File: src/rtl/dbgf_pkg.sv
package dbgf_pkg;
   typedef enum logic [1:0] {
      ST_ASM  = 2'd0,
      ST_DISP = 2'd1,
      ST_WAIT = 2'd2
   } dbgf_state_e;

   typedef enum logic [1:0] {
      FK_IDLE = 2'd0,
      FK_BUSY = 2'd1,
      FK_ERR  = 2'd2,
      FK_RES  = 2'd3
   } dbgf_kind_e;
endpackage

File: src/rtl/dbgf_shifter.sv
module dbgf_shifter #(
   parameter int WORD_W = 16
) (
   input  logic              clk,
   input  logic              rst_n,
   input  logic              dbg_en,
   input  logic              bit_stb,
   input  logic              bit_in,
   input  logic [WORD_W:0]   load_frame,
   output logic              bit_out,
   output logic              word_stb,
   output logic [WORD_W-1:0] word_data
);
   localparam int FRAME_W = WORD_W + 1;
   localparam int BC_W    = $clog2(FRAME_W);
   localparam logic [BC_W-1:0]    LAST       = BC_W'(FRAME_W - 1);
   localparam logic [FRAME_W-1:0] IDLE_FRAME = {1'b0, {WORD_W{1'b1}}};

   if (WORD_W < 2) begin : g_bad_width
      $error("dbgf_shifter: WORD_W must be at least 2");
   end

   logic [BC_W-1:0]    bcnt;
   logic [WORD_W-1:0]  rx_sr;
   logic [FRAME_W-1:0] tx_sr;

   assign word_stb  = dbg_en && bit_stb && (bcnt == LAST);
   assign word_data = {rx_sr[WORD_W-2:0], bit_in};
   assign bit_out   = tx_sr[FRAME_W-1];

   always_ff @(posedge clk or negedge rst_n) begin
      if (!rst_n) begin
         bcnt  <= '0;
         rx_sr <= '0;
         tx_sr <= IDLE_FRAME;
      end else if (!dbg_en) begin
         bcnt  <= '0;
         rx_sr <= '0;
         tx_sr <= IDLE_FRAME;
      end else if (bit_stb) begin
         rx_sr <= {rx_sr[WORD_W-2:0], bit_in};
         if (bcnt == LAST) begin
            bcnt  <= '0;
            tx_sr <= load_frame;
         end else begin
            bcnt  <= bcnt + 1'b1;
            tx_sr <= {tx_sr[FRAME_W-2:0], 1'b0};
         end
      end
   end

   AST_STATUS_FIRST: assert property (@(posedge clk) disable iff (!rst_n)
      word_stb |=> bit_out == $past(load_frame[FRAME_W-1]));
   AST_TX_HOLD: assert property (@(posedge clk) disable iff (!rst_n)
      (dbg_en && !bit_stb) |=> $stable(bit_out));
endmodule

File: src/rtl/dbgf_assembler.sv
module dbgf_assembler
   import dbgf_pkg::*;
#(
   parameter int WORD_W  = 16,
   parameter int CNT_W   = 3,
   parameter int MAX_EXT = 4
) (
   input  logic                      clk,
   input  logic                      rst_n,
   input  logic                      dbg_en,
   input  logic                      word_stb,
   input  logic [WORD_W-1:0]         word_data,
   input  logic                      res_take,
   output logic                      cmd_valid,
   input  logic                      cmd_ready,
   output logic [WORD_W-1:0]         cmd_op,
   output logic [MAX_EXT*WORD_W-1:0] cmd_ext,
   output logic [CNT_W-1:0]          cmd_next,
   output logic                      outstanding,
   output logic                      awaiting,
   output logic                      complete_now,
   output logic                      illegal_now
);
   if (MAX_EXT < 1 || MAX_EXT >= (1 << CNT_W)) begin : g_bad_ext
      $error("dbgf_assembler: MAX_EXT must lie in 1 .. 2**CNT_W-1");
   end
   if (CNT_W > WORD_W) begin : g_bad_cnt
      $error("dbgf_assembler: count field wider than a word");
   end

   dbgf_state_e       st;
   logic [CNT_W-1:0]  widx;
   logic [CNT_W-1:0]  need_q;
   logic [WORD_W-1:0] op_q;
   logic [CNT_W-1:0]  op_cnt;
   logic              taking;
   logic              at_op;

   assign op_cnt       = word_data[CNT_W-1:0];
   assign taking       = word_stb && (st == ST_ASM);
   assign at_op        = (widx == '0);
   assign illegal_now  = taking && at_op && (int'(op_cnt) > MAX_EXT);
   assign complete_now = taking && (at_op ? (op_cnt == '0) : (widx == need_q));

   for (genvar g = 0; g < MAX_EXT; g++) begin : g_slot
      logic [WORD_W-1:0] ext_q;
      always_ff @(posedge clk or negedge rst_n) begin
         if (!rst_n)
            ext_q <= '0;
         else if (taking && at_op)
            ext_q <= '0;
         else if (taking && (widx == CNT_W'(g + 1)))
            ext_q <= word_data;
      end
      assign cmd_ext[g*WORD_W +: WORD_W] = ext_q;
   end

   always_ff @(posedge clk or negedge rst_n) begin
      if (!rst_n) begin
         st     <= ST_ASM;
         widx   <= '0;
         need_q <= '0;
         op_q   <= '0;
      end else begin
         if (!dbg_en) begin
            widx <= '0;
         end else if (taking) begin
            if (at_op) begin
               if (!illegal_now) begin
                  op_q   <= word_data;
                  need_q <= op_cnt;
                  widx   <= (op_cnt == '0) ? '0 : CNT_W'(1);
               end
            end else begin
               widx <= complete_now ? '0 : widx + 1'b1;
            end
         end
         case (st)
            ST_ASM:  if (complete_now) st <= ST_DISP;
            ST_DISP: if (cmd_ready)    st <= ST_WAIT;
            ST_WAIT: if (res_take)     st <= ST_ASM;
            default: st <= ST_ASM;
         endcase
      end
   end

   assign cmd_valid   = (st == ST_DISP);
   assign cmd_op      = op_q;
   assign cmd_next    = need_q;
   assign outstanding = (st != ST_ASM);
   assign awaiting    = (st == ST_WAIT);

   AST_CMD_STABLE: assert property (@(posedge clk) disable iff (!rst_n)
      (cmd_valid && !cmd_ready) |=> (cmd_valid && $stable(cmd_op) && $stable(cmd_ext) && $stable(cmd_next)));
   AST_ILLEGAL_NO_DISPATCH: assert property (@(posedge clk) disable iff (!rst_n)
      illegal_now |=> !cmd_valid);
   AST_COUNT_RANGE: assert property (@(posedge clk) disable iff (!rst_n)
      cmd_valid |-> (int'(cmd_next) <= MAX_EXT));
endmodule

File: src/rtl/dbgf_respond.sv
module dbgf_respond
   import dbgf_pkg::*;
#(
   parameter int WORD_W = 16
) (
   input  logic              clk,
   input  logic              rst_n,
   input  logic              word_stb,
   input  logic              outstanding,
   input  logic              awaiting,
   input  logic              complete_now,
   input  logic              illegal_now,
   input  logic              res_valid,
   output logic              res_ready,
   input  logic [WORD_W-1:0] res_data,
   output logic              res_take,
   output logic [WORD_W:0]   load_frame
);
   localparam logic [WORD_W-1:0] IDLE_DATA = {WORD_W{1'b1}};
   localparam logic [WORD_W-1:0] BUSY_DATA = '0;
   localparam logic [WORD_W-1:0] ERR_DATA  = WORD_W'(1);

   logic              res_full;
   logic [WORD_W-1:0] res_buf;
   logic              err_pend;
   dbgf_kind_e        kind;

   assign res_ready = awaiting && !res_full;
   assign res_take  = res_valid && res_ready;

   always_comb begin
      if (res_full)
         kind = FK_RES;
      else if (err_pend || illegal_now)
         kind = FK_ERR;
      else if (outstanding || complete_now)
         kind = FK_BUSY;
      else
         kind = FK_IDLE;
      case (kind)
         FK_RES:  load_frame = {1'b0, res_buf};
         FK_ERR:  load_frame = {1'b1, ERR_DATA};
         FK_BUSY: load_frame = {1'b1, BUSY_DATA};
         default: load_frame = {1'b0, IDLE_DATA};
      endcase
   end

   always_ff @(posedge clk or negedge rst_n) begin
      if (!rst_n) begin
         res_full <= 1'b0;
         res_buf  <= '0;
         err_pend <= 1'b0;
      end else begin
         if (res_take) begin
            res_full <= 1'b1;
            res_buf  <= res_data;
         end else if (word_stb) begin
            res_full <= 1'b0;
         end
         if (word_stb)
            err_pend <= res_full && (err_pend || illegal_now);
      end
   end

   AST_NO_OVERFLOW: assert property (@(posedge clk) disable iff (!rst_n)
      (res_full && !word_stb) |=> (res_full && $stable(res_buf)));
endmodule

File: src/rtl/dbgf_framer.sv
module dbgf_framer #(
   parameter int WORD_W  = 16,
   parameter int CNT_W   = 3,
   parameter int MAX_EXT = 4
) (
   input  logic                      clk,
   input  logic                      rst_n,
   input  logic                      dbg_en,
   input  logic                      bit_stb,
   input  logic                      bit_in,
   output logic                      bit_out,
   output logic                      cmd_valid,
   input  logic                      cmd_ready,
   output logic [WORD_W-1:0]         cmd_op,
   output logic [MAX_EXT*WORD_W-1:0] cmd_ext,
   output logic [CNT_W-1:0]          cmd_next,
   input  logic                      res_valid,
   output logic                      res_ready,
   input  logic [WORD_W-1:0]         res_data
);
   logic              word_stb;
   logic [WORD_W-1:0] word_data;
   logic [WORD_W:0]   load_frame;
   logic              res_take;
   logic              outstanding;
   logic              awaiting;
   logic              complete_now;
   logic              illegal_now;

   dbgf_shifter #(.WORD_W(WORD_W)) u_shift (
      .clk        (clk),
      .rst_n      (rst_n),
      .dbg_en     (dbg_en),
      .bit_stb    (bit_stb),
      .bit_in     (bit_in),
      .load_frame (load_frame),
      .bit_out    (bit_out),
      .word_stb   (word_stb),
      .word_data  (word_data)
   );

   dbgf_assembler #(.WORD_W(WORD_W), .CNT_W(CNT_W), .MAX_EXT(MAX_EXT)) u_asm (
      .clk          (clk),
      .rst_n        (rst_n),
      .dbg_en       (dbg_en),
      .word_stb     (word_stb),
      .word_data    (word_data),
      .res_take     (res_take),
      .cmd_valid    (cmd_valid),
      .cmd_ready    (cmd_ready),
      .cmd_op       (cmd_op),
      .cmd_ext      (cmd_ext),
      .cmd_next     (cmd_next),
      .outstanding  (outstanding),
      .awaiting     (awaiting),
      .complete_now (complete_now),
      .illegal_now  (illegal_now)
   );

   dbgf_respond #(.WORD_W(WORD_W)) u_resp (
      .clk          (clk),
      .rst_n        (rst_n),
      .word_stb     (word_stb),
      .outstanding  (outstanding),
      .awaiting     (awaiting),
      .complete_now (complete_now),
      .illegal_now  (illegal_now),
      .res_valid    (res_valid),
      .res_ready    (res_ready),
      .res_data     (res_data),
      .res_take     (res_take),
      .load_frame   (load_frame)
   );
endmodule

File: config.mk
export PLATFORM = sky130hd
export DESIGN_NAME = dbgf_framer
export DESIGN_NICKNAME = d
export VERILOG_FILES = /design/src/rtl/dbgf_pkg.sv /design/src/rtl/dbgf_shifter.sv /design/src/rtl/dbgf_assembler.sv /design/src/rtl/dbgf_respond.sv /design/src/rtl/dbgf_framer.sv
export SDC_FILE = /design/constraint.sdc
export NUM_CORES = 1
export LEC_CHECK = 0
export BUFFER_PORTS_ARGS = -buffer_cell sky130_fd_sc_hd__buf_2
export CORE_UTILIZATION = 40
export CTS_BUF_LIST = sky130_fd_sc_hd__clkbuf_4 sky130_fd_sc_hd__clkbuf_8
export CTS_CLUSTER_DIAMETER = 40
export DETAILED_ROUTE_END_ITERATION = 6
export RECOVER_POWER = 100
export SETUP_SLACK_MARGIN = 0.3
export SLEW_MARGIN = 10
export SYNTH_ARGS = -nofsm -noshare
export SYNTH_HDL_FRONTEND = slang
export SYNTH_SLANG_ARGS = --single-unit
File: constraint.sdc
create_clock -name clk -period 6.6 [get_ports clk]
set_clock_uncertainty 0.05 [all_clocks]
set_input_delay 0.66 -clock clk [delete_from_list [all_inputs] [get_ports clk]]
set_output_delay 0.66 -clock clk [all_outputs]
set_load 0.005 [all_outputs]
* After elaboration in Yosys (flattened, before gate mapping)
Index checks and enable logic that the tools add are counted.
Storage, ports and cells: logic and storage cells 96, input port bits 23, flip-flop bits (word level) 143
Cells by class: multiplexer cells 33, reduce and logical (&&, ||, !) cells 28, add/sub/neg operators 2, magnitude comparators 1, bitwise logic cells 1, equal/unequal tests 17
Operator list (count):
- $mux W16 | 8
- $mux W17 | 3
- $pmux W17 S3 | 1
- $mux W15 | 2
- $mux W3 | 5
- $mux W5 | 3
- $logic_and A1 B1 Y1 | 13
- $reduce_bool A2 Y1 | 6
- $mux W2 | 5
- $ne A2 B1 Y1 const B | 4
- $eq A2 B2 Y1 const B | 3
- $eq A3 B2 Y1 const B | 2
- $logic_not A3 Y1 | 2
- $pmux W2 S3 | 1
- $add A5 B1 Y5 const B | 1
- $eq A5 B5 Y1 const B | 1
- $mux W1 | 5
- $eq A2 B1 Y1 const B | 2
- $reduce_and A4 Y1 | 1
- $add A3 B1 Y3 const B | 1
- $eq A3 B1 Y1 const B | 1
- $eq A3 B3 Y1 | 1
- $eq A3 B3 Y1 const B | 1
- $gt A3 B3 Y1 const B | 1
- other kinds (8) | 9

* Logic depth before layout (Yosys ltp)
Gate-level depths: netlist of run 1.
depth in word-level cells 13, gate-level depth with buffers 13, gate-level depth less buffers 10

* By module
From an unflattened synthesis of run 1, not the netlist that was laid out.
Unflattened totals: cells, all modules 515, area total of the unflattened synthesis 6296.0 um2
By module, submodules not included:
- dbgf_assembler | cells each 304, sequential area each 2127.0 um2, instances 1, area an instance 3654.8 um2
- dbgf_shifter | cells each 144, sequential area each 945.9 um2, instances 1, area an instance 1745.4 um2
- dbgf_respond | cells each 67, sequential area each 450.4 um2, instances 1, area an instance 895.9 um2

* Worst setup path before layout of run 1
Ideal clock, no wire load.
path type input to register, start input port bit_in, end register u_shift.tx_sr[10], arrival 2.521 ns, library setup time 0.083 ns, slack 3.946 ns, stages on the path 9, buffers on the path 2, data required time 6.467 ns, cell sequence o21ai_0 > nor2_1 > o41ai_1 > ha_1 > clkbuf_1 > nor2_1 > nor2_1 > buf_2 > a21oi_1
Between the ends: cells in the longest elaborated chain, start to end 12, elaborated cells between the ends (all ways) 17
Ends and longest elaborated chain:
- start, declared | line dbgf_framer.sv:10 | input logic bit_in,
- $logic_not A3 Y1 | line dbgf_assembler.sv:43 | assign complete_now = taking && (at_op ? (op_cnt == '0) : (widx == need_q));
- $mux W1 | line dbgf_assembler.sv:43
- $logic_and A1 B1 Y1 | line dbgf_assembler.sv:43
- $logic_or A1 B1 Y1 | line dbgf_respond.sv:36 | else if (outstanding || complete_now)
- $mux W1 | line dbgf_respond.sv:36
- $mux W2 * | line dbgf_respond.sv:34 | else if (err_pend || illegal_now)
- $mux W2 * | line dbgf_respond.sv:32 | if (res_full)
- $eq A2 B1 Y1 / $eq A2 B2 Y1 (equally long branches) | line dbgf_respond.sv:40 | case (kind)
- $pmux W17 S3 * | line dbgf_respond.sv:40
- $mux W17 * | line dbgf_shifter.sv:42 | if (bcnt == LAST) begin
- $mux W17 * | line dbgf_shifter.sv:40 | end else if (bit_stb) begin
- $mux W17 * | line dbgf_shifter.sv:36 | end else if (!dbg_en) begin
- end signal, assigned | line dbgf_shifter.sv:44 | tx_sr <= load_frame;
- end signal, assigned | line dbgf_shifter.sv:47 | tx_sr <= {tx_sr[FRAME_W-2:0], 1'b0};
- end, declared | line dbgf_shifter.sv:25 | logic [FRAME_W-1:0] tx_sr;
Every way passes the cells marked *; elsewhere a longest branch is shown, timed or not. The select of a mux whose other input is x is not followed. A chain may end at the register's enable or synchronous reset.

* Final worst setup path of run 1
start input port bit_stb, end register u_asm.g_slot[0].ext_q[5]
Between the ends: cells in the longest elaborated chain, start to end 5, elaborated cells between the ends (all ways) 7
Ends and longest elaborated chain:
- start, declared | line dbgf_framer.sv:9 | input logic bit_stb,
- $logic_and A1 B1 Y1 * (2 in series) | line dbgf_shifter.sv:27 | assign word_stb = dbg_en && bit_stb && (bcnt == LAST);
- $logic_and A1 B1 Y1 * | line dbgf_assembler.sv:40 | assign taking = word_stb && (st == ST_ASM);
- $logic_and A1 B1 Y1, on equally long branches | line dbgf_assembler.sv:50, dbgf_assembler.sv:52
- $mux W16 / $reduce_bool A2 Y1 (equally long branches)
- end signal, assigned | line dbgf_assembler.sv:53 | ext_q <= word_data;
- end, declared | line dbgf_assembler.sv:46 | logic [WORD_W-1:0] ext_q;
Every way passes the cells marked *; elsewhere a longest branch is shown, timed or not.

==> impl_table.tex, run 1 <==
\begin{tabular}{lr}
\hline
Metric & Value \\
\hline
\multicolumn{2}{l}{\textbf{Run status}} \\
Result of the run & finished with violations \\
Violations in the final reports & design-rule violations, max-capacitance violations, max-slew violations \\
\multicolumn{2}{l}{\textbf{Placement}} \\
Buffers added on ports & 108 \\
Post-Place Setup Slack & 2.86 ns \\
Post-place instance area & between 6000 and 7000 sq um \\
RD Place Congestion & 0.774 \\
Count of placed standard cells including taps & between 700 and 800 \\
Detailed placement HPWL & 8.47 mm \\
\multicolumn{2}{l}{\textbf{Final layout}} \\
Final core utilization & between 40\% and 50\% \\
Total Nets Final & 587 \\
Fin area & 6960 sq um \\
Area growth from synthesis to final layout & 14.9\% \\
Post-route insts no fill & approximately 750 \\
Number of antenna cells inserted & 0 \\
Fraction of layout instances using a drive strength above 1 & a little over a third \\
\multicolumn{2}{l}{\textbf{Pwr}} \\
Share of power burned in combinational logic & between 10\% and 20\% \\
Part of the power in the clock network & between 30\% and 40\% \\
Power per standard cell area & approximately 270 nW/um\^{}2 \\
Leakage power & around 3.4 nW \\
Power dissipated by switching net loads & roughly 0.47 mW \\
Proportion of power drawn by flip-flops and latches & approximately 50\% \\
Switching part of the total & between 20\% and 30\% \\
Int Pwr & 1.39 mW \\
Maximum ir drop on the vdd rail & 0.207 mV \\
\multicolumn{2}{l}{\textbf{Critical path}} \\
Worst setup path class & input port to register \\
Worst R2R Start & u\_asm.widx[0] \\
Reg-to-reg endpoint & u\_asm.g\_slot[2].ext\_q[13] \\
Type of destination of the critical path & register \\
Setup slack on the worst flop-to-flop path & around 2.6 ns \\
Data required time of the critical path & slightly below 7 ns \\
Startpoint types & input port \\
Largest fanout on the critical path & 25 \\
R2R cell count & 5 \\
Critical Path AT & 4.72 ns \\
\multicolumn{2}{l}{\textbf{Synthesis}} \\
Most numerous cell in the Yosys netlist & sky130\_fd\_sc\_hd\_\_dfrtp\_1 \\
Post-synth top flop & sky130\_fd\_sc\_hd\_\_dfrtp\_1 \\
Simple logic cell fraction of the synthesized area & 9.62\% \\
Synthesized Nets & between 400 and 500 \\
Register bit count reported by yosys & 140 \\
Post-synthesis cell count & 452 \\
XOR/XNOR Fraction of Synth Area & less than 1\% \\
Post-synthesis sequential area ratio & between 50\% and 60\% \\
Multiplexer area fraction after synthesis & 20.7\% \\
Summed instance area of the synthesized netlist & slightly above 6000 sq um \\
Per-instance average area after synthesis & about 13 sq um \\
Compound-cell area share of the yosys netlist & under 10\% \\
Area share of the largest cell type after synthesis & about half \\
Cells taking the most area after synthesis & sky130\_fd\_sc\_hd\_\_dfrtp\_1 (51\%), sky130\_fd\_sc\_hd\_\_mux2\_2 (16\%), sky130\_fd\_sc\_hd\_\_dfstp\_2 (6.9\%) \\
Leading area contributor after synthesis & sky130\_fd\_sc\_hd\_\_dfrtp\_1 \\
Synth async-reset ratio & 100\% \\
Number of library cell types mapped by synthesis & 48 \\
Main combinational cell family by area after synthesis & multiplexers \\
Post-synth top cells & sky130\_fd\_sc\_hd\_\_dfrtp\_1 (124), sky130\_fd\_sc\_hd\_\_mux2\_2 (86), sky130\_fd\_sc\_hd\_\_nand2\_1 (25) \\
Adder-Cell Fraction of Synth Area & roughly 1.9\% \\
Number of enable flip-flop cells after synthesis & 0 \\
Synthesis warning total & 0 \\
\multicolumn{2}{l}{\textbf{Routing}} \\
Average wire length per cell after detail routing & around 16 microns \\
Detailed-route vias per instance & $\sim$5 \\
Antenna-violating nets left & 0 \\
Top routing layer in use & met4 \\
Total wire length after detailed routing & 12.4 mm \\
Met1 WL & approximately 5.8 mm \\
Detailed-route DRC error count & 7 \\
First-pass DRT Iterations & 7 \\
Iter 0 DRT Violations & between 150 and 200 \\
DR WL met2 & around 6.0 mm \\
Total number of vias & roughly 3800 \\
Total length of routed met3 wires & approximately 500 microns \\
\multicolumn{2}{l}{\textbf{Global routing}} \\
Maximum number of pins on one net before global-route repair & between 80 and 90 \\
Wire length of the first global-routing pass & between 20 and 25 mm \\
Overall global routing resource usage & roughly 17\% \\
Initial antenna violation count & 0 \\
Total global routing overflow & 0 \\
Vias in the first global route & slightly below 4000 \\
\multicolumn{2}{l}{\textbf{Timing}} \\
Unrepaired setup endpoints after global routing & false \\
Setup tns final & 0 ns \\
Number of setup violations in the final report & 0 \\
Crit path time final & roughly 4.4 ns \\
Worst slew margin relative to its limit & -108\% \\
Highest clock frequency the design can meet & about 230 MHz \\
Final worst-path setup slack & about 2.2 ns \\
Final period util & $\sim$67\% \\
Slew at the pin with the worst max-slew slack & between 3 and 4 ns \\
Count of pins over their slew limit & about 130 \\
Final count of hold timing violations & 0 \\
\multicolumn{2}{l}{\textbf{Floorplan}} \\
Die ar. & 15600 sq um \\
Starting density of the core & 41.4\% \\
Number of rows in the core area & 44 \\
Area of the placeable core & $\sim$15000 sq um \\
Die boundary height & 125 microns \\
Ports & between 100 and 150 \\
Floorplan die width & 125 microns \\
\multicolumn{2}{l}{\textbf{Clocking}} \\
Clk Tree Root Cell & sky130\_fd\_sc\_hd\_\_clkbuf\_8 \\
Clock Path Buffers & 2 \\
Clock tree sinks & 140 \\
Deepest level of the CTS H-tree & 4 \\
Post-CTS setup repair buffer count & 0 \\
Clock edge transition at the registers on the reported setup and hold paths & approximately 0.08 ns \\
CTS Buf Count & 17 \\
Clk\_lat worst skew & 0.45 ns \\
Quantity of gates resized following cts & 0 \\
CTS hold repair buffers & 0 \\
Clock tree from TritonCTS & done \\
\multicolumn{2}{l}{\textbf{Flow run}} \\
Max-capacitance violation count & 5 \\
\multicolumn{2}{l}{\textbf{Hold path}} \\
Worst hold path startpoint & cmd\_ready \\
Number of cells on the worst hold path & 2 \\
Worst hold-check path type & input port to register \\
Min-Delay Endpoint & u\_asm.st[0] \\
\hline
\end{tabular}
state kept, by name (all words and copies together), names as in the netlist:
register / count
u_asm.cmd_op: 16
u_asm.g_slot.ext_q: 64
u_asm.st: 2
u_asm.widx: 3
u_resp.err_pend: 1
u_resp.res_buf: 16
u_resp.res_full: 1
u_shift.bcnt: 5
u_shift.rx_sr: 15
u_shift.tx_sr: 17
per-stage QoR:
stage | total power [mW] | hold slack, ns
after floorplan | 1.10 | 0.314
after global placement | 1.16 | 0.432
after detailed placement | 1.16 | 0.430
after CTS | 1.89 | 0.102
after global routing | 1.96 | 0.362
final | 1.87 | 0.370
layer usage:
| layer | track usage, % | up-vias |
|---|---|---|
| met1 | 21.7 | 1904 |
| met3 | 4.96 | 11 |
| met2 | 28.0 | 88 |
| li1 | - | 1789 |
| met4 | 5.16 | 0 |
| met5 | 0 | - |
area by class of cell:
class	instances	area (sq um)
Fill cell	1357	7680
Sequential cell	140	3520
Multi-Input combinational cell	277	2250
Timing Repair Buffer	109	502
Clock buffer	19	255
Tap cell	184	230
Clock inverter	13	164
Inverter	10	37.5
worst max-delay path: stages:
cell                       delay, ns
sky130_fd_sc_hd__clkbuf_1       1.07
sky130_fd_sc_hd__and4bb_4       0.39
sky130_fd_sc_hd__nand2_1        0.16
sky130_fd_sc_hd__nor3_1         1.95
sky130_fd_sc_hd__mux2_2         0.47
how the worst max path moves through the flow:
stage	start	slack, ns	end
floorplan	bit_in	3.95	u_shift.tx_sr[10]
global placement	bit_stb	3.06	u_shift.tx_sr[3]
detailed placement	bit_in	2.86	u_shift.tx_sr[14]
CTS	u_asm.widx[0]	3.13	u_shift.tx_sr[4]
global route	bit_stb	1.91	u_asm.g_slot[0].ext_q[7]
finish	bit_stb	2.16	u_asm.g_slot[0].ext_q[5]
cells by family (layout without fill, tap and decap cells):
family	Yosys count	in the layout
mux	110	110
buf+inv	35	151
xor+xnor	4	4
compound gates	56	56
fa+ha+maj	9	9
flops	140	140
simple gates	98	98
power by group through the flow:
stage / Combinational, mW / Sequential (mW) / Clock (mW)
finish: 0.186 / 0.958 / 0.723
global route: 0.210 / 0.968 / 0.783
CTS: 0.191 / 0.958 / 0.743
detailed placement: 0.190 / 0.975 / 0
global placement: 0.184 / 0.973 / 0
floorplan: 0.140 / 0.959 / 0
placed cells by master, fill, tap and decap left out, types with 2 or more instances in the layout:
master                       count
sky130_fd_sc_hd__and4bb_4        2
sky130_fd_sc_hd__clkinv_2        3
sky130_fd_sc_hd__mux2_1         10
sky130_fd_sc_hd__mux2_2         85
sky130_fd_sc_hd__nand2_1        26
sky130_fd_sc_hd__o211ai_1        3
sky130_fd_sc_hd__nor2b_1        17
sky130_fd_sc_hd__mux2i_1        15
sky130_fd_sc_hd__o22ai_1        16
sky130_fd_sc_hd__o21ai_0         9
sky130_fd_sc_hd__nand3_1         7
sky130_fd_sc_hd__clkbuf_1       37
sky130_fd_sc_hd__dfrtp_1       124
sky130_fd_sc_hd__clkinv_4        2
sky130_fd_sc_hd__a21oi_1        17
sky130_fd_sc_hd__bufinv_16       3
sky130_fd_sc_hd__inv_6           3
sky130_fd_sc_hd__dfstp_2        16
sky130_fd_sc_hd__inv_1          10
sky130_fd_sc_hd__xnor2_1         3
sky130_fd_sc_hd__buf_2          70
sky130_fd_sc_hd__nand2b_1        4
sky130_fd_sc_hd__ha_1            9
sky130_fd_sc_hd__a21boi_0        2
sky130_fd_sc_hd__nor3_1          4
sky130_fd_sc_hd__clkinvlp_4      2
sky130_fd_sc_hd__nor2_1         12
sky130_fd_sc_hd__clkbuf_8       18
sky130_fd_sc_hd__and2_0         18
Note: power is estimated with default switching activity, not from simulation.
==> run 2, diff against run 1 <==
Clock period 6.6 ns to 4.29 ns, I/O delays scaled along.
==> run 2 against run 1 <==
Effect of this change: the run still ends with design-rule violations, max-capacitance violations, max-slew violations left; critical path depth is 5 higher; design area is 0.56% higher; sequential power is 53% higher; sequential share of layout area is 0.28 points lower; clock power is 59% higher; via count is 0.95% higher; core utilization is 0.26 points higher; first-iteration DRC count is 22% higher; register-to-register slack worse by 1.2 ns; wire length is 2.1% lower; power is 56% higher; largest power group unchanged.
==> impl_table.tex, run 2 (same netlist as run 1, synthesis figures left out) <==
\begin{tabular}{lr}
\hline
Metric & Value \\
\hline
\multicolumn{2}{l}{\textbf{Critical path}} \\
Data required time of the critical path & about 4.6 ns \\
Reg-to-reg endpoint & u\_asm.g\_slot[2].ext\_q[6] \\
Setup slack on the worst flop-to-flop path & approximately 1.3 ns \\
Type of destination of the critical path & register \\
R2R cell count & 5 \\
Largest fanout on the critical path & 25 \\
Startpoint types & input port \\
Critical Path AT & about 3.6 ns \\
Worst setup path class & input port to register \\
Worst R2R Start & u\_asm.widx[0] \\
\multicolumn{2}{l}{\textbf{Hold path}} \\
Worst hold-check path type & input port to register \\
Worst hold path startpoint & cmd\_ready \\
Number of cells on the worst hold path & 2 \\
Min-Delay Endpoint & u\_asm.st[0] \\
\multicolumn{2}{l}{\textbf{Final layout}} \\
Most frequent cells in the layout & sky130\_fd\_sc\_hd\_\_dfrtp\_1 (124), sky130\_fd\_sc\_hd\_\_mux2\_2 (86), sky130\_fd\_sc\_hd\_\_buf\_2 (76), sky130\_fd\_sc\_hd\_\_clkbuf\_1 (29), sky130\_fd\_sc\_hd\_\_nand2\_1 (26) \\
Number of flip-flops in the largest register & between 60 and 70 \\
Fillcell total & 1353 \\
Register with the most flip-flops & u\_asm.g\_slot.ext\_q \\
Fin area & 7000 sq um \\
Number of antenna cells inserted & 0 \\
Biggest regs & u\_asm.g\_slot.ext\_q (64), u\_shift.tx\_sr (17) \\
Area growth from synthesis to final layout & 15.6\% \\
Fraction of layout instances using a drive strength above 1 & approximately two fifths \\
Most common cell after layout, fill and taps aside & sky130\_fd\_sc\_hd\_\_dfrtp\_1 \\
Post-route insts no fill & 752 \\
Total Nets Final & between 500 and 600 \\
\multicolumn{2}{l}{\textbf{Routing}} \\
Average wire length per cell after detail routing & between 15 and 20 microns \\
Iter 0 DRT Violations & approximately 190 \\
Total number of vias & roughly 3800 \\
Detailed-route vias per instance & slightly above 5 \\
Antenna-violating nets left & 0 \\
First-pass DRT Iterations & 6 \\
Detailed-route DRC error count & 24 \\
Total wire length after detailed routing & 12.1 mm \\
\multicolumn{2}{l}{\textbf{Clocking}} \\
Clock Path Buffers & 2 \\
Post-CTS setup repair buffer count & 0 \\
Quantity of gates resized following cts & 0 \\
Clock tree sinks & between 100 and 150 \\
Clk\_lat worst skew & $\sim$0.44 ns \\
Clk Tree Root Cell & sky130\_fd\_sc\_hd\_\_clkbuf\_8 \\
Deepest level of the CTS H-tree & 4 \\
Clock tree from TritonCTS & done \\
CTS hold repair buffers & 0 \\
Clock edge transition at the registers on the reported setup and hold paths & 0.07 ns \\
CTS Buf Count & 17 \\
\multicolumn{2}{l}{\textbf{Timing}} \\
Crit path time final & between 3 and 4 ns \\
Highest clock frequency the design can meet & about 300 MHz \\
Final count of hold timing violations & 0 \\
Slew at the pin with the worst max-slew slack & roughly 2.8 ns \\
Setup tns final & 0 ns \\
Number of setup violations in the final report & 0 \\
Count of pins over their slew limit & about 130 \\
Worst slack on hold paths & approximately 0.14 ns \\
Final worst-path setup slack & around 0.98 ns \\
Unrepaired setup endpoints after global routing & false \\
Worst slew margin relative to its limit & -87.8\% \\
Final period util & between 70 and 80\% \\
\multicolumn{2}{l}{\textbf{Global routing}} \\
Maximum number of pins on one net before global-route repair & approximately 120 \\
Overall global routing resource usage & about 17\% \\
Wire length of the first global-routing pass & 20.3 mm \\
Vias in the first global route & 3891 \\
Initial antenna violation count & 0 \\
Total global routing overflow & 0 \\
\multicolumn{2}{l}{\textbf{Placement}} \\
Post-place instance area & 6690 sq um \\
Detailed placement HPWL & between 8 and 9 mm \\
Buffers added on ports & $\sim$110 \\
Post-Place Setup Slack & 1.41 ns \\
Count of placed standard cells including taps & approximately 700 \\
RD Place Congestion & a little under 0.8 \\
\multicolumn{2}{l}{\textbf{Pwr}} \\
Part of the power in the clock network & about two fifths \\
Share of power burned in combinational logic & approximately a tenth \\
Int Pwr & $\sim$2.2 mW \\
Proportion of power drawn by flip-flops and latches & roughly half \\
Power per standard cell area & a little over 400 nW/um\^{}2 \\
Leakage power & 3.47 nW \\
Switching part of the total & 24.3\% \\
Power dissipated by switching net loads & 0.708 mW \\
Maximum ir drop on the vdd rail & 0.259 mV \\
\multicolumn{2}{l}{\textbf{Floorplan}} \\
Number of rows in the core area & between 40 and 50 \\
Die boundary height & 125 microns \\
Die ar. & 15600 sq um \\
Area of the placeable core & approximately 15000 sq um \\
Ports & $\sim$110 \\
Starting density of the core & 41.4\% \\
Floorplan die width & $\sim$130 microns \\
\multicolumn{2}{l}{\textbf{Flow run}} \\
Max-capacitance violation count & 2 \\
\multicolumn{2}{l}{\textbf{Run status}} \\
Violations in the final reports & design-rule violations, max-capacitance violations, max-slew violations \\
Result of the run & finished with violations \\
\hline
\end{tabular}
-- run 2: changes by cell type in the layout (fill, tap and decap cells not counted), moves of 2 or more --
cell,previous run,this run
sky130_fd_sc_hd__buf_2,70,76
sky130_fd_sc_hd__nor3_2,0,2
sky130_fd_sc_hd__nor3_1,4,2
sky130_fd_sc_hd__inv_6,3,0
sky130_fd_sc_hd__clkbuf_1,37,29
sky130_fd_sc_hd__buf_1,0,2
-- run 2: through the flow --
step,total power [mW],utilization [%]
finish,2.91,47.8
global route,3.06,47.8
CTS,2.96,48.6
detailed placement,1.79,45.7
global placement,1.78,45.7
floorplan,1.69,-
-- run 2: layout make-up --
type	count	area (sq um)	area share [%]
sequential	140	3520	50.3
clock inverter	11	169	2.41
clock buffer	20	263	3.75
tap	184	230	3.29
inverter	10	37.5	0.536
multi-input combinational	277	2260	32.3
timing repair buffer	110	517	7.38
-- run 2: power by group through the flow --
stage	Clock [mW]	Sequential [mW]	Combinational, mW
finish	1.15	1.47	0.292
global route	1.24	1.49	0.327
CTS	1.18	1.47	0.298
detailed placement	0	1.50	0.295
global placement	0	1.49	0.286
floorplan	0	1.48	0.215
-- run 2: routing by layer --
layer | up-vias | routed length (microns) | global-route usage (%)
li1 | 1799 | - | -
met1 | 1929 | 5750 | 21.9
met2 | 94 | 5710 | 26.1
met3 | 6 | 582 | 5.56
met4 | 0 | 79 | 5.38
met5 | - | 0 | 0
-- run 2: worst max path at each step --
stage	start	end	slack, ns	depth (start not counted)
floorplan	u_asm.widx[0]	u_shift.tx_sr[10]	1.75	11
detailed placement	bit_stb	u_shift.tx_sr[5]	1.41	10
finish	bit_stb	u_shift.tx_sr[4]	0.98	10
CTS	u_asm.widx[0]	u_shift.tx_sr[4]	1.42	10
global route	bit_stb	u_shift.tx_sr[4]	0.76	10
global placement	bit_stb	u_shift.tx_sr[14]	1.45	10
-- run 2: worst max-delay path, cell delays in order --
cell	delay (ns)
sky130_fd_sc_hd__clkbuf_1	1.04
sky130_fd_sc_hd__and4bb_4	0.39
sky130_fd_sc_hd__and2_0	0.40
sky130_fd_sc_hd__a211oi_1	0.22
sky130_fd_sc_hd__inv_1	0.10
sky130_fd_sc_hd__ha_1	0.52
sky130_fd_sc_hd__nor2_1	0.08
sky130_fd_sc_hd__nor2_1	0.11
sky130_fd_sc_hd__buf_4	0.22
sky130_fd_sc_hd__a21oi_1	0.09
==> run 3, diff against run 2 <==
Clock period 4.29 ns to 3.3 ns, I/O delays scaled along.
==> run 3 against run 2 <==
Effect of this change: the run ends with design-rule violations left; via count up 0.55%; first-iteration DRC count down 13%; worst setup slack got worse by 0.53 ns; core utilization increased by 0.76 points; wire length is 5.0% higher; largest power group unchanged; count of clock-buffer cells in the layout increased by 1; global-route usage up 1.2 points; critical path depth shrank 1; clock power rose by 38%; die area unchanged; worst hold slack got worse by 0.10 ns.
==> impl_table.tex, run 3 (same netlist as run 1, synthesis figures left out) <==
\begin{tabular}{lr}
\hline
Metric & Value \\
\hline
\multicolumn{2}{l}{\textbf{Global routing}} \\
Vias in the first global route & slightly above 4000 \\
Overall global routing resource usage & 17.9\% \\
Wire length of the first global-routing pass & 21.5 mm \\
Initial antenna violation count & 0 \\
Total global routing overflow & 0 \\
Maximum number of pins on one net before global-route repair & a little over 100 \\
\multicolumn{2}{l}{\textbf{Routing}} \\
Antenna-violating nets left & 0 \\
Detailed-route DRC error count & 21 \\
Total wire length after detailed routing & 12.7 mm \\
Average wire length per cell after detail routing & between 15 and 20 microns \\
First-pass DRT Iterations & 7 \\
Iter 0 DRT Violations & $\sim$160 \\
Detailed-route vias per instance & 5.07 \\
Total number of vias & approximately 3800 \\
\multicolumn{2}{l}{\textbf{Final layout}} \\
Fillcell total & $\sim$1300 \\
Total Nets Final & just under 600 \\
Number of flip-flops in the largest register & 64 \\
Most common cell after layout, fill and taps aside & sky130\_fd\_sc\_hd\_\_dfrtp\_1 \\
Biggest regs & u\_asm.g\_slot.ext\_q (64), u\_shift.tx\_sr (17) \\
Final core utilization & around 50\% \\
Area growth from synthesis to final layout & 17.4\% \\
Fin area & slightly above 7000 sq um \\
Most frequent cells in the layout & sky130\_fd\_sc\_hd\_\_dfrtp\_1 (124), sky130\_fd\_sc\_hd\_\_mux2\_2 (86), sky130\_fd\_sc\_hd\_\_buf\_2 (74), sky130\_fd\_sc\_hd\_\_clkbuf\_1 (36), sky130\_fd\_sc\_hd\_\_nand2\_1 (25) \\
Fraction of layout instances using a drive strength above 1 & 38.6\% \\
Number of antenna cells inserted & 0 \\
Register with the most flip-flops & u\_asm.g\_slot.ext\_q \\
\multicolumn{2}{l}{\textbf{Critical path}} \\
Data required time of the critical path & 3.58 ns \\
Critical Path AT & about 3.1 ns \\
Largest fanout on the critical path & 7 \\
Type of destination of the critical path & register \\
Startpoint types & register \\
Worst setup path class & register to register \\
\multicolumn{2}{l}{\textbf{Floorplan}} \\
Starting density of the core & approximately two fifths \\
Floorplan die width & approximately 130 microns \\
Ports & between 100 and 150 \\
Number of rows in the core area & 44 \\
Die ar. & 15600 sq um \\
Die boundary height & 125 microns \\
Area of the placeable core & $\sim$15000 sq um \\
\multicolumn{2}{l}{\textbf{Pwr}} \\
Switching part of the total & 25.0\% \\
Proportion of power drawn by flip-flops and latches & roughly 50\% \\
Part of the power in the clock network & between 40 and 50\% \\
Int Pwr & 2.92 mW \\
Power dissipated by switching net loads & 0.975 mW \\
Power per standard cell area & approximately 550 nW/um\^{}2 \\
Maximum ir drop on the vdd rail & a little under 0.6 mV \\
Leakage power & 3.51 nW \\
Share of power burned in combinational logic & slightly above 10\% \\
\multicolumn{2}{l}{\textbf{Clocking}} \\
Post-CTS setup repair buffer count & 0 \\
Clock tree sinks & 140 \\
Clock edge transition at the registers on the reported setup and hold paths & approximately 0.080 ns \\
Deepest level of the CTS H-tree & 4 \\
Clk Tree Root Cell & sky130\_fd\_sc\_hd\_\_clkbuf\_8 \\
CTS Buf Count & 17 \\
Clk\_lat worst skew & between 0.4 and 0.5 ns \\
Clock Path Buffers & 2 \\
Clock tree from TritonCTS & done \\
\multicolumn{2}{l}{\textbf{Hold path}} \\
Worst hold-check path type & input port to register \\
\multicolumn{2}{l}{\textbf{Flow run}} \\
Max-capacitance violation count & 0 \\
\multicolumn{2}{l}{\textbf{Timing}} \\
Setup tns final & 0 ns \\
Crit path time final & about 2.8 ns \\
Worst slew margin relative to its limit & a little under an eighth \\
Unrepaired setup endpoints after global routing & false \\
Final period util & 86.2\% \\
Final worst-path setup slack & around 0.46 ns \\
Final count of hold timing violations & 0 \\
Highest clock frequency the design can meet & 352 MHz \\
Count of pins over their slew limit & 0 \\
Number of setup violations in the final report & 0 \\
Slew at the pin with the worst max-slew slack & 1.32 ns \\
\multicolumn{2}{l}{\textbf{Placement}} \\
Post-Place Setup Slack & roughly 0.23 ns \\
Post-place instance area & just under 7000 sq um \\
RD Place Congestion & just over 0.8 \\
Detailed placement HPWL & around 8.7 mm \\
Buffers added on ports & roughly 110 \\
\multicolumn{2}{l}{\textbf{Run status}} \\
Violations in the final reports & design-rule violations \\
Result of the run & finished with violations \\
\hline
\end{tabular}
-- run 3: cell type report --
cell class | instances | area, sq um | area share, %
Clock buffer | 21 | 283 | 3.98
Clock inverter | 11 | 178 | 2.50
Inverter | 10 | 37.5 | 0.528
Multi-Input combinational cell | 277 | 2300 | 32.4
Sequential cell | 140 | 3520 | 49.5
Tap cell | 184 | 230 | 3.24
Timing Repair Buffer | 116 | 557 | 7.83
-- run 3: power groups by stage --
stage	Clock, mW	Combinational [mW]	Sequential (mW)
2_1_floorplan	0	0.280	1.92
3_3_place_gp	0	0.384	1.94
3_5_place_dp	0	0.394	1.94
4_1_cts	1.63	0.401	1.91
5_1_grt	1.71	0.447	1.93
6_report	1.59	0.394	1.91
-- run 3: path summary, 6_finish.rpt --
kind	start	endpoint	slack, ns	cells after the start
worst min register to register	u_resp.res_buf[1]	u_shift.tx_sr[1]	0.44	2
max in group asynchronous	rst_n	u_asm.g_slot[0].ext_q[14]	0.99	3
worst max register to register	u_shift.bcnt[0]	u_shift.tx_sr[0]	0.46	9
min in group asynchronous	rst_n	u_asm.g_slot[3].ext_q[0]	0.48	2
worst min-delay path	cmd_ready	u_asm.st[0]	0.04	2
worst max-delay path	u_shift.bcnt[0]	u_shift.tx_sr[0]	0.46	9
-- run 3: what timing repair did --
item	in CTS	in global routing
endpoints found under the setup margin	15	7
hold endpoints to repair	82	0
hold buffers	1	0
gates resized for setup	1	1
-- run 3: layer usage --
| layer | part of all wire [%] | vias to the layer above | track usage [%] |
|---|---|---|---|
| met5 | 0 | - | 0 |
| met4 | 2.3 | 0 | 7.53 |
| met3 | 5.4 | 22 | 5.86 |
| met2 | 47 | 100 | 28.7 |
| met1 | 45 | 1922 | 22.4 |
| li1 | - | 1805 | - |
-- run 3: stage by stage --
step / power (mW) / hold slack (ns) / std cells
2_1_floorplan: 2.20 / -0.0156 / 452
3_3_place_gp: 2.32 / 0.432 / 726
3_5_place_dp: 2.34 / 0.439 / 726
4_1_cts: 3.94 / 0.0197 / 759
5_1_grt: 4.08 / 0.0138 / 759
6_report: 3.89 / 0.0363 / 759
-- run 3: critical path: stages, from the launching register on --
cell and delay [ns]:
sky130_fd_sc_hd__dfrtp_1 0.42, sky130_fd_sc_hd__inv_1 0.07, sky130_fd_sc_hd__ha_1 0.15, sky130_fd_sc_hd__and4bb_1 0.37, sky130_fd_sc_hd__and2_0 0.52, sky130_fd_sc_hd__a211oi_1 0.22, sky130_fd_sc_hd__ha_1 0.24, sky130_fd_sc_hd__or4bb_1 0.50
sky130_fd_sc_hd__o211ai_1 0.10, sky130_fd_sc_hd__a32oi_1 0.08
